$ cat src/rtl/irqc_pkg.sv
package irqc_pkg;
  localparam int LINES = 8;
  localparam int IDXW  = $clog2(LINES);
  localparam int BYTEW = 8;

  typedef enum logic [1:0] {
    ST_RUN = 2'd0,
    ST_BASE = 2'd1,
    ST_LINK = 2'd2,
    ST_MODE = 2'd3
  } cfg_state_t;

  // vector returned for line idx
  function automatic logic [BYTEW-1:0] line_vector(input logic [BYTEW-1:0] base,
                                                   input logic [IDXW-1:0] idx);
    return base + BYTEW'(idx);
  endfunction

  function automatic logic [LINES-1:0] line_bit(input logic [IDXW-1:0] idx);
    return LINES'(1) << idx;
  endfunction

  // command byte decoding
  function automatic logic is_init_cmd(input logic [BYTEW-1:0] d);
    return d[4];
  endfunction

  function automatic logic is_eoi_any(input logic [BYTEW-1:0] d);
    return d == 8'h20;
  endfunction

  function automatic logic is_eoi_one(input logic [BYTEW-1:0] d);
    return d[7:3] == 5'b01100;
  endfunction
endpackage

$ cat src/rtl/irqc_prio_enc.sv
module irqc_prio_enc
  import irqc_pkg::*;
#(
  parameter int N  = LINES,
  localparam int W = $clog2(N)
) (
  input  logic [N-1:0] vec,
  output logic         hit,
  output logic [W-1:0] idx
);
  // lower_any[i]: some bit below i is set
  logic [N-1:0] lower_any;
  logic [N-1:0] first;

  assign lower_any[0] = 1'b0;
  genvar g;
  generate
    for (g = 1; g < N; g++) begin : g_chain
      assign lower_any[g] = lower_any[g-1] | vec[g-1];
    end
    for (g = 0; g < N; g++) begin : g_first
      assign first[g] = vec[g] & ~lower_any[g];
    end
  endgenerate

  always_comb begin
    idx = '0;
    for (int i = 0; i < N; i++) begin
      if (first[i]) idx = W'(i);
    end
  end

  assign hit = |vec;
endmodule

$ cat src/rtl/irqc_bus_regs.sv
module irqc_bus_regs
  import irqc_pkg::*;
#(
  parameter int N  = LINES,
  parameter int DW = BYTEW,
  localparam int W = $clog2(N)
) (
  input  logic          clk,
  input  logic          rst_n,
  input  logic          bus_wr,
  input  logic          bus_port,
  input  logic [DW-1:0] bus_wdata,
  input  logic          secondary,
  output logic          ready,
  output logic [N-1:0]  mask,
  output logic [DW-1:0] base,
  output logic [N-1:0]  link_mask,
  output logic [2:0]    link_id,
  output logic          proc_mode,
  output logic          init_clr,
  output logic          eoi_any,
  output logic          eoi_one,
  output logic [W-1:0]  eoi_idx
);
  cfg_state_t state;
  logic       want_mode;
  logic       cmd_wr, dat_wr;

  assign cmd_wr   = bus_wr & ~bus_port;
  assign dat_wr   = bus_wr & bus_port;
  assign init_clr = cmd_wr & is_init_cmd(bus_wdata);
  assign eoi_any  = cmd_wr & (state == ST_RUN) & is_eoi_any(bus_wdata);
  assign eoi_one  = cmd_wr & (state == ST_RUN) & is_eoi_one(bus_wdata);
  assign eoi_idx  = bus_wdata[W-1:0];

  always_ff @(posedge clk) begin
    if (!rst_n) begin
      state     <= ST_RUN;
      ready     <= 1'b0;
      want_mode <= 1'b0;
      mask      <= '1;
      base      <= '0;
      link_mask <= '0;
      link_id   <= '0;
      proc_mode <= 1'b0;
    end else if (init_clr) begin
      state     <= ST_BASE;
      ready     <= 1'b0;
      want_mode <= bus_wdata[0];
    end else if (dat_wr) begin
      unique case (state)
        ST_BASE: begin
          base  <= bus_wdata;
          state <= ST_LINK;
        end
        ST_LINK: begin
          if (secondary) begin
            link_id   <= bus_wdata[2:0];
            link_mask <= '0;
          end else begin
            link_mask <= bus_wdata[N-1:0];
            link_id   <= '0;
          end
          if (want_mode) begin
            state <= ST_MODE;
          end else begin
            state     <= ST_RUN;
            proc_mode <= 1'b0;
            ready     <= 1'b1;
          end
        end
        ST_MODE: begin
          proc_mode <= bus_wdata[0];
          state     <= ST_RUN;
          ready     <= 1'b1;
        end
        default: mask <= bus_wdata[N-1:0];
      endcase
    end
  end
endmodule

$ cat src/rtl/irqc_core.sv
module irqc_core
  import irqc_pkg::*;
#(
  parameter int N  = LINES,
  parameter int DW = BYTEW,
  localparam int W = $clog2(N)
) (
  input  logic          clk,
  input  logic          rst_n,
  input  logic [N-1:0]  irq_req,
  input  logic [N-1:0]  mask,
  input  logic [DW-1:0] base,
  input  logic          ready,
  input  logic          init_clr,
  input  logic          eoi_any,
  input  logic          eoi_one,
  input  logic [W-1:0]  eoi_idx,
  input  logic          int_ack,
  output logic [N-1:0]  irr,
  output logic [N-1:0]  isr,
  output logic          int_out,
  output logic [DW-1:0] vec_out,
  output logic          vec_valid
);
  logic [N-1:0] prev_req, rise, pend;
  logic [N-1:0] irr_nxt, isr_nxt;
  logic         p_hit, s_hit, take;
  logic [W-1:0] p_idx, s_idx;

  assign rise = irq_req & ~prev_req;
  assign pend = irr & ~mask;

  irqc_prio_enc #(.N(N)) u_pend_enc (.vec(pend), .hit(p_hit), .idx(p_idx));
  irqc_prio_enc #(.N(N)) u_serv_enc (.vec(isr),  .hit(s_hit), .idx(s_idx));

  // only a strictly higher priority line may pass the in-service level
  assign int_out = ready & p_hit & (~s_hit | (p_idx < s_idx));
  assign take    = int_ack & int_out;

  always_comb begin
    isr_nxt = isr;
    if (eoi_any && s_hit) isr_nxt = isr_nxt & ~line_bit(s_idx);
    if (eoi_one)          isr_nxt = isr_nxt & ~line_bit(eoi_idx);
    if (take)             isr_nxt = isr_nxt | line_bit(p_idx);
    if (init_clr)         isr_nxt = '0;
  end

  always_comb begin
    irr_nxt = irr;
    if (take) irr_nxt = irr_nxt & ~line_bit(p_idx);
    irr_nxt = irr_nxt | rise;
    if (init_clr) irr_nxt = '0;
  end

  always_ff @(posedge clk) begin
    if (!rst_n) begin
      prev_req  <= '0;
      irr       <= '0;
      isr       <= '0;
      vec_out   <= '0;
      vec_valid <= 1'b0;
    end else begin
      prev_req  <= irq_req;
      irr       <= irr_nxt;
      isr       <= isr_nxt;
      vec_valid <= int_ack;
      if (int_ack) vec_out <= line_vector(base, take ? p_idx : W'(N-1));
    end
  end
endmodule

$ cat src/rtl/prio_irq_ctrl.sv
module prio_irq_ctrl
  import irqc_pkg::*;
#(
  parameter int N  = LINES,
  parameter int DW = BYTEW,
  localparam int W = $clog2(N)
) (
  input  logic          clk,
  input  logic          rst_n,
  input  logic          bus_wr,
  input  logic          bus_port,
  input  logic [DW-1:0] bus_wdata,
  output logic [DW-1:0] bus_rdata,
  input  logic          secondary,
  input  logic [N-1:0]  irq_req,
  output logic          int_out,
  input  logic          int_ack,
  output logic [DW-1:0] vec_out,
  output logic          vec_valid,
  output logic [N-1:0]  link_mask,
  output logic [2:0]    link_id,
  output logic          proc_mode
);
  logic          ready_w, init_clr_w, eoi_any_w, eoi_one_w;
  logic [W-1:0]  eoi_idx_w;
  logic [N-1:0]  mask_w, irr_w, isr_w;
  logic [DW-1:0] base_w;

  irqc_bus_regs #(.N(N), .DW(DW)) u_regs (
    .clk(clk), .rst_n(rst_n), .bus_wr(bus_wr), .bus_port(bus_port),
    .bus_wdata(bus_wdata), .secondary(secondary), .ready(ready_w),
    .mask(mask_w), .base(base_w), .link_mask(link_mask), .link_id(link_id),
    .proc_mode(proc_mode), .init_clr(init_clr_w), .eoi_any(eoi_any_w),
    .eoi_one(eoi_one_w), .eoi_idx(eoi_idx_w)
  );

  irqc_core #(.N(N), .DW(DW)) u_core (
    .clk(clk), .rst_n(rst_n), .irq_req(irq_req), .mask(mask_w), .base(base_w),
    .ready(ready_w), .init_clr(init_clr_w), .eoi_any(eoi_any_w),
    .eoi_one(eoi_one_w), .eoi_idx(eoi_idx_w), .int_ack(int_ack),
    .irr(irr_w), .isr(isr_w), .int_out(int_out), .vec_out(vec_out),
    .vec_valid(vec_valid)
  );

  assign bus_rdata = bus_port ? DW'(mask_w) : DW'(isr_w);
endmodule

$ cat config.mk
export PLATFORM = sky130hd
export DESIGN_NAME = prio_irq_ctrl
export DESIGN_NICKNAME = d
export VERILOG_FILES = /design/src/rtl/irqc_pkg.sv /design/src/rtl/irqc_prio_enc.sv /design/src/rtl/irqc_bus_regs.sv /design/src/rtl/irqc_core.sv /design/src/rtl/prio_irq_ctrl.sv
export SDC_FILE = /design/constraint.sdc
export NUM_CORES = 1
export LEC_CHECK = 0
export BUFFER_PORTS_ARGS = -buffer_cell sky130_fd_sc_hd__buf_2
export CORE_UTILIZATION = 35
export CTS_CLUSTER_SIZE = 8
export DETAILED_ROUTE_END_ITERATION = 6
export GPL_ROUTABILITY_DRIVEN = 0
export GPL_TIMING_DRIVEN = 0
export HOLD_SLACK_MARGIN = 0.12
export SLEW_MARGIN = 30
export SYNTH_ARGS = -nofsm -noshare
export SYNTH_HDL_FRONTEND = slang
export SYNTH_SLANG_ARGS = --single-unit
$ cat constraint.sdc
create_clock -name clk -period 8.4 [get_ports clk]
set_input_delay 1.68 -clock clk [delete_from_list [all_inputs] [get_ports clk]]
set_output_delay 1.68 -clock clk [all_outputs]
set_load 0.01 [all_outputs]
==> results.md, run 1 <==
* P&R area growth vs syn at 17.04%
* Power density cells at 170.8 mW/mm2
* PnR worst setup slack at 3859 ps
* Largest area contributor in the netlist: dfxtp_1
* Crit path from: bus_port
* Failing checks: DRC
* Post-CTS setup buffers at 0
* Vias in the first global route at 2806
* Syn Inst Count at roughly 380
* Worst R2R Path Depth at 17
* Critical Path Source Type: primary input
* Cell mode on critical path: buf_2
* Post-Synthesis Mean Instance Area at roughly 8.4 um2
* Fin. max-slew vios at 0
* Synth Net Count at 411
* CTS sink cnt at 65
* Core ar. at ~0.0088 mm2
* CP endpoint kind: primary output
* Drt drc at 2
* Initial cell density of the core at 36.62%
* Area contributors post-synth: dfxtp_1 40%, a21oi_1 5.6%, nand2_1 5.4%
* ANT nets after route at 0
* Total grt overflow at 0
* Tot Pwr at approximately 0.64 mW
* Final min period at 4541 ps
* Launching point of the worst reg2reg path: u_regs.mask[5]$_SDFFE_PN1P_
* Die area at 0.009600 mm2
* CP required at 6720 ps
* Leakage at 1.508 nW
* Nets at 470
* Clk pin slew, worst setup/hold paths at around 70 ps
* Main flop type after synthesis: dfxtp_1
* Layout Cells excl Fill at 556
* Share of post-route cells with drive strength above 1 at between 10% and 20%
* Critical-path cell list: buf_2 -> clkbuf_1 -> mux2_2 -> buf_2
* Clock Tree Root: clkbuf_8
* CTS resizes at 0
* Routed WL at between 8 and 9 mm
* Synth Register Bits at 65
* Post-Place Worst Slack at 3869 ps
* I/O pin cnt at between 50 and 60
* Min-Delay Path Class: reg -> reg
* Most frequent cell after synthesis: dfxtp_1
* Critical path fanouts, max at 10
* Max Freq at 0.2202 GHz
* Antenna cells at 0
* Clk_lat worst skew at 340 ps
* R2R Setup Slk at approximately 4400 ps
* Detailed-route wire length per cell at 15.59 um
* Final hold violation count at 0
* DP Wirelength at 6.547 mm
* Post-synthesis sequential area ratio at 40.36%
* Via density at 5.335
* Fill count at 912
* Max Cap Viol at 0
* Setup CP Type: in -> out
* Finished Cell Area at 0.003774 mm2
* Post-DP Area at approximately 0.0036 mm2
* Setup TNS at 0 ps
* Vias post-DR at around 3000
* Rel. slew slack at 44.17%
* CTS Hold Buffers Added at 0
* Worst R2R End: u_core.vec_out[6]$_SDFFE_PN0P_
* Commonest cells post-synth: 65 x dfxtp_1, 46 x nand2_1, 36 x a21oi_1
* Die W at 97.98 um
* Async S/R FF share, synth at 0%
* Warnings from Yosys at 0
* CTS Buffer Depth at 2
* Pre-antenna DRT Iters at 7
* Total GRT Usage at a little under a fifth
* Placed cells at 540
* Final setup viols at 0
* Largest net degree at the start of global routing at 11
* Period Utilization, post-route at 54.06%
* Initial antenna violation count at 0
* Worst EP arrival at 2860 ps
* Worst slew pin tran at 831.1 ps
* Critical Path End: bus_rdata[6]
* Post-synth top area share at 40.36%
* Slowest CP cell: clkbuf_1
* Port buffer count at 48
* TritonCTS Buffers at 9
* Die height at 97.98 um
* CTS H-Tree Depth at 3
* Row count at 34
* Synth unique cells at 49
* CTS tree: built
* Status: finished with violations
* Worst VDD drop at 83.88 uV
* First-pass GRT wire length at 13.97 mm
* Starting DRC count in detailed routing at around 170
* Unrepaired setup endpoints after global routing: no
* CP max stage delay at around 480 ps
* Clock skew at 6.795 ps
* Number of flops mapped to enable cells by yosys at 0
* Post-Syn Area at 0.003224 mm2
## worst min path at each step
stage          slack, ps  depth (start not counted)                             end                      startpoint
6_report             460                          2  u_regs.link_id[1]$_SDFFE_PN0P_  u_regs.link_id[1]$_SDFFE_PN0P_
5_1_grt              490                          2  u_regs.link_id[2]$_SDFFE_PN0P_  u_regs.link_id[2]$_SDFFE_PN0P_
4_1_cts              460                          2  u_regs.link_id[1]$_SDFFE_PN0P_  u_regs.link_id[1]$_SDFFE_PN0P_
3_5_place_dp         450                          2  u_regs.link_id[0]$_SDFFE_PN0P_  u_regs.link_id[0]$_SDFFE_PN0P_
3_3_place_gp         440                          2  u_regs.link_id[2]$_SDFFE_PN0P_  u_regs.link_id[2]$_SDFFE_PN0P_
2_1_floorplan        440                          2     u_regs.base[0]$_SDFFE_PN0P_     u_regs.base[0]$_SDFFE_PN0P_
## through the flow
| step | hold WS [ps] | utilization [%] |
|---|---|---|
| 4_1_cts | 462.8 | 42.85 |
| 6_report | 455.9 | 42.85 |
| 2_1_floorplan | 440.6 | - |
| 3_3_place_gp | 437.8 | 40.88 |
| 5_1_grt | 485.7 | 42.85 |
| 3_5_place_dp | 446.6 | 40.88 |
## critical path, delay by kind of cell
| family | cells | cell delay (ps) |
|---|---|---|
| buffers and inverters | 3 | 770 |
| multiplexers | 1 | 410 |
## layer usage
metal / up-vias / global-route usage (%) / part of all wire (%)
met5: - / 0 / 0
met4: 0 / 6.993 / 1.4
met3: 11 / 4.939 / 7.3
met2: 92 / 28.71 / 43
met1: 1361 / 25.37 / 48
li1: 1502 / - / -
## logic make-up after synthesis
logic type / after synthesis / share of synthesized area (%)
AO/OA/AOI/OAI: 99 / 19.71
XOR/XNOR: 6 / 1.630
adder cells (fa/ha/maj): 5 / 2.173
buffers and inverters: 27 / 3.647
flip-flops: 65 / 40.36
multiplexers: 11 / 3.687
AND/OR/NAND/NOR: 171 / 28.79
## where the power goes
part / switching [mW] / internal [mW]
clock: 0.116 / 0.122
sequential: 0.00834 / 0.320
combinational: 0.0479 / 0.0301
total: 0.173 / 0.472
## placed cells by master (no fill, tap or decap), types with 4 or more instances in the layout
cell and instances:
nand3_1 17, a21oi_1 36, ha_1 4, nand2_1 46
a31oi_1 7, and2_1 11, a21o_1 5, clkbuf_1 16
nor3b_1 7, o41ai_1 4, mux2_2 7, inv_1 9
buf_2 48, a211oi_1 7, clkbuf_8 11, nor3_1 14
o21ai_0 16, mux2i_1 4, nand2b_1 9, nor2_1 35
dfxtp_1 65, nor2b_1 15
## sequential cells by signal (all words and copies together), names as in the netlist
| register | count |
|---|---|
| u_core.vec_out | 8 |
| u_core.irr | 8 |
| u_core.vec_valid | 1 |
| u_core.prev_req | 8 |
| u_regs.ready | 1 |
| u_regs.proc_mode | 1 |
| u_regs.link_mask | 8 |
| u_regs.mask | 8 |
| u_regs.link_id | 3 |
| u_core.isr | 8 |
| u_regs.want_mode | 1 |
| u_regs.state | 2 |
| u_regs.base | 8 |
## area by class of cell
cell class | count | area (um2) | share of cell area, %
clock buffer | 13 | 158.9 | 4.211
inverter | 9 | 33.78 | 0.8952
tap | 108 | 135.1 | 3.581
clock inverter | 3 | 15.01 | 0.3979
timing repair buffer | 48 | 240.2 | 6.366
buffer | 18 | 83.83 | 2.221
multi-input combinational | 292 | 1805 | 47.84
sequential | 65 | 1301 | 34.48
Note: power is estimated with default switching activity, not from simulation.
==> run 2: changes to the inputs <==
ABC_AREA = 1   (was not set)
clock period = 4.6 ns   (was 8.4 ns; I/O delays follow)
==> run 2 against run 1 <==
The run now ends clean. Critical path depth grew 23. Register-to-register slack worse by 3500 ps. Clock skew rose by 2.6 ps. Via count is 1.3% higher. Synthesized cell count up 16%. First-iteration DRC count increased by 57%. Total power increased by 88%. Sequential share of layout area increased by 0.39 points. Design area decreased by 1.1%. Clock-buffer cell count down 1. Critical endpoint is now u_core.vec_out[7]$_SDFFE_PN0P_.
==> results.md, run 2 <==
* Status: completed (was finished with violations)
* Final setup viols at 0 (unchanged)
* Clock Tree Root: clkbuf_8 (unchanged)
* Clock skew at 9.378 ps (was 6.795 ps)
* Setup TNS at 0 ps (unchanged)
* Slowest CP cell: ha_1 (was clkbuf_1)
* Period Utilization, post-route at 81.67%
* Worst R2R End: u_core.vec_out[7]$_SDFFE_PN0P_ (was u_core.vec_out[6]$_SDFFE_PN0P_)
* Synth Register Bits at 65 (unchanged)
* Commonest non-fill, non-tap cell in the layout: nand2_1 (was dfxtp_1)
* Nets at 531 (was 470)
* Synth Net Count at 474 (was 411)
* Async S/R FF share, synth at 0% (unchanged)
* Starting DRC count in detailed routing at 261 (was 166)
* Core ar. at 0.008763 mm2 (was 0.008806 mm2)
* Max Cap Viol at 0 (unchanged)
* Rel. slew slack at 64.96% (was 44.17%)
* CTS resizes at 0 (unchanged)
* Most frequent cell after synthesis: nand2_1 (was dfxtp_1)
* Cell mode on critical path: inv_1 (was buf_2)
* Row count at 34 (unchanged)
* Main flop type after synthesis: dfxtp_1 (unchanged)
* Initial antenna violation count at 0 (unchanged)
* Launching point of the worst reg2reg path: u_regs.mask[3]$_SDFFE_PN1P_ (was u_regs.mask[5]$_SDFFE_PN1P_)
* Total grt overflow at 0 (unchanged)
* DP Wirelength at 6.119 mm (was 6.547 mm)
* Detailed-route wire length per cell at 12.84 um (was 15.59 um)
* Area contributors post-synth: dfxtp_1 41%, nand2_1 9.5%, inv_1 8.8% (was dfxtp_1 40%, a21oi_1 5.6%, nand2_1 5.4%)
* Compound-gate portion of the synthesized area at 17.28% (was 19.71%)
* Post-Synthesis Mean Instance Area at 7.093 um2 (was 8.397 um2)
* Critical Path Source Type: flop (was primary input)
* Post-CTS setup buffers at 0 (unchanged)
* Fin. max-slew vios at 0 (unchanged)
* Syn Inst Count at 447 (was 384)
* Clk_lat worst skew at 340 ps (about the same)
* Largest net degree at the start of global routing at 11 (unchanged)
* CTS Hold Buffers Added at 0 (unchanged)
* Commonest cells after routing, fill and taps aside: 80 x nand2_1, 74 x inv_1, 65 x dfxtp_1, 49 x a21oi_1, 47 x buf_2 (was 65 x dfxtp_1, 48 x buf_2, 46 x nand2_1, 36 x a21oi_1, 35 x nor2_1)
* Vias in the first global route at 2722 (was 2806)
* Initial cell density of the core at 36.18% (was 36.62%)
* Die height at 97.18 um (was 97.98 um)
* Synth unique cells at 37 (was 49)
* Worst R2R Path Depth at 27 (was 17)
* Commonest cells post-synth: 80 x nand2_1, 74 x inv_1, 65 x dfxtp_1 (was 65 x dfxtp_1, 46 x nand2_1, 36 x a21oi_1)
* Worst EP arrival at 3990 ps (was 2860 ps)
* Post-synthesis sequential area ratio at 41.04% (was 40.36%)
* CTS tree: built (unchanged)
* Final hold violation count at 0 (unchanged)
* Post-Synth XOR/XNOR Area at 1.657% (was 1.630%)
* P&R area growth vs syn at 17.68% (was 17.04%)
* Final min period at roughly 3800 ps
* Routed WL at 7.912 mm (was 8.669 mm)
* Die area at 0.009443 mm2 (was 0.009600 mm2)
* Pre-antenna DRT Iters at 5 (was 7)
* Post-synth top area share at 41.04% (was 40.36%)
* Critical path fanouts, max at 9 (was 10)
* Die W at 97.18 um (was 97.98 um)
* Vias post-DR at 3005 (was 2966)
* CP required at 4840 ps (was 6720 ps)
* Post-Syn Area at 0.003171 mm2 (was 0.003224 mm2)
* Clk pin slew, worst setup/hold paths at 70 ps (about the same)
* Antenna cells at 0 (unchanged)
* Share of post-route cells with drive strength above 1 at 15.75% (was 18.97%)
* CTS H-Tree Depth at 3 (unchanged)
* CP max stage delay at 350 ps (was 480 ps)
* Max Freq at roughly 0.27 GHz
* R2R Setup Slk at 840 ps (was 4370 ps)
* Port buffer count at 46 (was 48)
* Leakage at 1.785 nW (was 1.508 nW)
* I/O pin cnt at 52 (unchanged)
* CP endpoint kind: flop (was primary output)
* Via density at 4.878 (was 5.335)
* Worst VDD drop at 186.4 uV (was 83.88 uV)
* Mux contribution to synthesized area at 0% (was 3.686%)
* CTS sink cnt at 65 (unchanged)
* Combinational family with the most area after synthesis: simple AND/OR/NAND/NOR gates (unchanged)
* Final Util at 42.58% (was 42.85%)
* CTS Buffer Depth at 2 (unchanged)
* Drt drc at 0 (was 2)
* Power density cells at 325.6 mW/mm2 (was 170.8 mW/mm2)
* Critical Path End: u_core.vec_out[7]$_SDFFE_PN0P_ (was bus_rdata[6])
* Warnings from Yosys at 0 (unchanged)
* Adder-Cell Fraction of Synth Area at 2.210% (was 2.173%)
* TritonCTS Buffers at 9 (unchanged)
* Setup CP Type: reg -> reg (was in -> out)
* Unrepaired setup endpoints after global routing: no (unchanged)
* Worst slew pin tran at 523.7 ps (was 831.1 ps)
* Synth Area in Simple Gates at 26.28% (was 28.79%)
* Crit path from: u_regs.mask[3]$_SDFFE_PN1P_ (was bus_port)
* Min-Delay Path Class: reg -> reg (unchanged)
* Worst hold path depth at 2 (unchanged)
* Number of flops mapped to enable cells by yosys at 0 (unchanged)
* Total GRT Usage at 17.38% (was 18.79%)
* Largest area contributor in the netlist: dfxtp_1 (unchanged)
* First-pass GRT wire length at 13.10 mm (was 13.97 mm)
* ANT nets after route at 0 (unchanged)
-- run 2: cell count changes after synthesis, moves of 8 or more --
| cell | change |
|---|---|
| inv_1 | +65 |
| nand2_1 | +34 |
| nor2b_1 | -15 |
| a21oi_1 | +13 |
| o21ai_0 | +13 |
| and2_1 | -10 |
| nand4_1 | +10 |
| nand2b_1 | -9 |
| nor2_1 | +8 |
-- run 2: cells by family after synthesis --
group | count (synthesis)
buffers and inverters | 95
XOR/XNOR | 6
adder cells (fa/ha/maj) | 5
flip-flops | 65
AND/OR/NAND/NOR | 178
AO/OA/AOI/OAI | 98
-- run 2: layout make-up --
class,count,area (um2)
multi-input combinational,287,1504
timing repair buffer,46,230.2
clock inverter,3,40.04
tap,108,135.1
clock buffer,12,155.1
sequential,65,1301
fill,948,5032
buffer,17,72.57
inverter,78,292.8
-- run 2: worst min path at each step --
stage | start | to | slack (ps)
5_1_grt | u_core.irr[4]$_SDFF_PP0_ | u_core.irr[4]$_SDFF_PP0_ | 490
3_5_place_dp | u_core.irr[6]$_SDFF_PP0_ | u_core.irr[6]$_SDFF_PP0_ | 460
4_1_cts | u_core.irr[6]$_SDFF_PP0_ | u_core.irr[6]$_SDFF_PP0_ | 470
3_3_place_gp | u_core.irr[2]$_SDFF_PP0_ | u_core.irr[2]$_SDFF_PP0_ | 450
2_1_floorplan | u_core.irr[4]$_SDFF_PP0_ | u_core.irr[4]$_SDFF_PP0_ | 440
6_report | u_core.irr[6]$_SDFF_PP0_ | u_core.irr[6]$_SDFF_PP0_ | 460
-- run 2: power breakdown --
part / internal, mW / total [mW] / switching [mW]
logic: 0.0444 / 0.130 / 0.0861
clock network: 0.275 / 0.488 / 0.213
registers: 0.585 / 0.596 / 0.0114
-- run 2: layer usage --
metal  part of all wire, %  routed length, um  up-vias  track usage [%]
li1                      -                  -     1555                -
met1                    48               3771     1364            23.87
met2                    46               3663       76            27.30
met3                   4.9                387       10            3.957
met4                   1.1                 90        0            4.822
met5                     0                  0        -                0
-- run 2: per-stage QoR --
step	std cells	cell area [um2]	setup WS [ps]	total power, mW	hold WS [ps]
after floorplan	447	3171	1329	0.6931	440.9
after global placement	601	3536	903.5	0.7383	450.4
after detailed placement	601	3536	893.6	0.7399	456.0
after CTS	616	3731	860.6	1.232	466.5
after global routing	616	3731	398.1	1.277	489.9
final	616	3731	843.1	1.215	463.5
-- run 2: worst max-delay path: cells and delay by family, from the launching register on --
kind	cells	cell delay [ps]
AND/OR/NAND/NOR	16	2000
adder cells (fa/ha/maj)	2	630
flip-flops	1	330
buffers and inverters	6	420
AO/OA/AOI/OAI	2	170
XOR/XNOR	1	90
==> run 3: changes to the inputs <==
ABC_AREA = 0   (was 1)
clock period = 3.05 ns   (was 4.6 ns; I/O delays follow)
==> run 3 against run 2 <==
The run now ends with DRC, setup timing left. Maximum frequency is 19% higher. Clock-buffer cell count stayed put. Non-clock buffer count up 26. Critical path type unchanged.
==> results.md, run 3 (same netlist as run 1, synthesis figures left out) <==
* Tot Pwr at 1.926 mW (was 1.215 mW)
* Commonest non-fill, non-tap cell in the layout: dfxtp_1 (was nand2_1)
* CP required at 3260 ps (was 4840 ps)
* Row count at 34 (unchanged)
* Critical Path Source Type: flop (unchanged)
* Final setup viols at 5 (was 0)
* Largest net degree at the start of global routing at 12 (was 11)
* Power density cells at 462.0 mW/mm2 (was 325.6 mW/mm2)
* Vias post-DR at 3172 (was 3005)
* Die W at 97.98 um (was 97.18 um)
* Final Util at 47.34% (was 42.58%)
* Unrepaired setup endpoints after global routing: yes (was no)
* Clock skew at 5.059 ps (was 9.378 ps)
* TritonCTS Buffers at 9 (unchanged)
* Finished Cell Area at 0.004169 mm2 (was 0.003731 mm2)
* Drt drc at 1 (was 0)
* Nets at 493 (was 531)
* Fin. max-slew vios at 0 (unchanged)
* Share of post-route cells with drive strength above 1 at 30.36% (was 15.75%)
* Fill count at 846 (was 948)
* Leakage at 1.716 nW (was 1.785 nW)
* Worst EP arrival at 3380 ps (was 3990 ps)
* Period Utilization, post-route at 103.9% (was 81.67%)
* Initial cell density of the core at 36.62% (was 36.18%)
* Worst slew pin tran at 801.2 ps (was 523.7 ps)
* I/O pin cnt at 52 (unchanged)
* Max Cap Viol at 0 (unchanged)
* Antenna cells at 0 (unchanged)
* Rel. slew slack at 46.18% (was 64.96%)
* First-pass GRT wire length at 15.89 mm (was 13.10 mm)
* CTS sink cnt at 65 (unchanged)
* Total grt overflow at 0 (unchanged)
* CTS Hold Buffers Added at 0 (unchanged)
* Post-Place Worst Slack at -575.3 ps (was 893.6 ps)
* Commonest cells after routing, fill and taps aside: 53 x dfxtp_1, 48 x buf_2, 45 x nand2_1, 34 x nor2_1, 34 x a21oi_1 (was 80 x nand2_1, 74 x inv_1, 65 x dfxtp_1, 49 x a21oi_1, 47 x buf_2)
* CP endpoint kind: flop (unchanged)
* Final min period at 3168 ps (was 3757 ps)
* Max Freq at 0.3157 GHz (was 0.2662 GHz)
* Die area at 0.009600 mm2 (was 0.009443 mm2)
* CTS Buffer Depth at 2 (unchanged)
* Critical path fanouts, max at 2 (was 9)
* Post-DP Area at 0.003642 mm2 (was 0.003536 mm2)
* Failing checks: DRC, setup timing
* Detailed-route wire length per cell at 16.69 um (was 12.84 um)
* Status: finished with violations (was completed)
* P&R area growth vs syn at 29.30% (was 17.68%)
* Clock Tree Root: clkbuf_8 (unchanged)
* PnR worst setup slack at -117.5 ps (was 843.1 ps)
* Via density at 5.478 (was 4.878)
* Clk pin slew, worst setup/hold paths at 70 ps (about the same)
* Clk_lat worst skew at 340 ps (about the same)
* Initial antenna violation count at 0 (unchanged)
* Setup CP Type: reg -> reg (unchanged)
* CTS H-Tree Depth at 3 (unchanged)
* DP Wirelength at 6.690 mm (was 6.119 mm)
* Total GRT Usage at 21.21% (was 17.38%)
* Worst VDD drop at 230.2 uV (was 186.4 uV)
* Port buffer count at 48 (was 46)
* Core ar. at 0.008806 mm2 (was 0.008763 mm2)
* Multi-input gate area at 0.001967 mm2 (was 0.001504 mm2)
* Vias in the first global route at 3069 (was 2722)
* Starting DRC count in detailed routing at 218 (was 261)
* CTS tree: built (unchanged)
* Pre-antenna DRT Iters at 7 (was 5)
* Register area at 0.001326 mm2 (was 0.001301 mm2)
* Min-Delay Path Class: reg -> reg (unchanged)
* Routed WL at 9.663 mm (was 7.912 mm)
* Die height at 97.98 um (was 97.18 um)
* Final hold violation count at 0 (unchanged)
* ANT nets after route at 0 (unchanged)
run 3: cell types whose count changed in the layout (fill, tap and decap cells not counted), moves of 7 or more:
cell	before	now
nand2b_4	0	7
dfxtp_1	65	53
and2_1	1	11
mux2_2	0	7
o21ai_0	29	14
nor2b_1	0	13
dfxtp_2	0	8
nor2_1	43	34
buf_4	0	22
nand4_1	12	2
inv_1	74	7
nand2_1	80	45
a21oi_1	49	34
run 3: worst paths after layout:
path,startpoint,slack (ps),to,cells after the start
setup reg to reg,u_regs.mask[0]$_SDFFE_PN1P_,-120,u_core.vec_out[6]$_SDFFE_PN0P_,18
hold / removal,u_regs.link_id[0]$_SDFFE_PN0P_,460,u_regs.link_id[0]$_SDFFE_PN0P_,2
setup / recovery,u_regs.mask[0]$_SDFFE_PN1P_,-120,u_core.vec_out[6]$_SDFFE_PN0P_,18
hold reg to reg,u_regs.link_id[0]$_SDFFE_PN0P_,460,u_regs.link_id[0]$_SDFFE_PN0P_,2
run 3: critical path: stages (launching register included):
cell	delay [ps]
dfxtp_2	360
nand2b_4	150
nand4_4	110
buf_6	140
nor2_1	100
ha_1	240
inv_2	90
a21oi_2	60
o32ai_2	300
buf_4	170
a21oi_4	30
or3_4	350
ha_4	170
inv_2	50
fa_2	230
nor2b_4	60
o2111ai_2	190
xor2_1	160
a211oi_1	80
run 3: where the power goes:
group          internal, mW  switching [mW]
combinational         0.108           0.151
sequential            0.881          0.0250
clock                 0.423           0.338
total                  1.41           0.514
run 3: layer usage:
metal	part of all wire [%]	global-route usage, %	wire length (um)	vias up
met5	0	0	0	-
met1	46	28.21	4404	1497
li1	-	-	-	1539
met2	45	32.61	4388	119
met4	2.2	8.858	213	0
met3	6.8	5.369	656	17
run 3: cell type report:
type                    count  share of cell area, %
multi-input cells         292                  47.18
repair buffers             71                  9.994
inverters                   9                 0.8103
well taps                 108                  3.241
clock buffers              12                  3.721
plain buffers              18                  2.011
clock inverters             4                  1.230
flip-flops and latches     65                  31.81
run 3: timing repair:
action,4_1_cts,5_1_grt
resized for setup,30,14
endpoints found under the setup margin,7,8
pin swaps,24,9
setup buffers,20,3
hold endpoints to repair,0,0
run 3: per-stage QoR:
step / TNS (ps) / hold WS (ps) / cells
after floorplan: -11.17 / 440.6 / 384
after global placement: -2546 / 440.8 / 540
after detailed placement: -2909 / 452.9 / 540
after CTS: -550.2 / 462.9 / 576
after global routing: -1418 / 465.6 / 579
final: -352.5 / 459.1 / 579
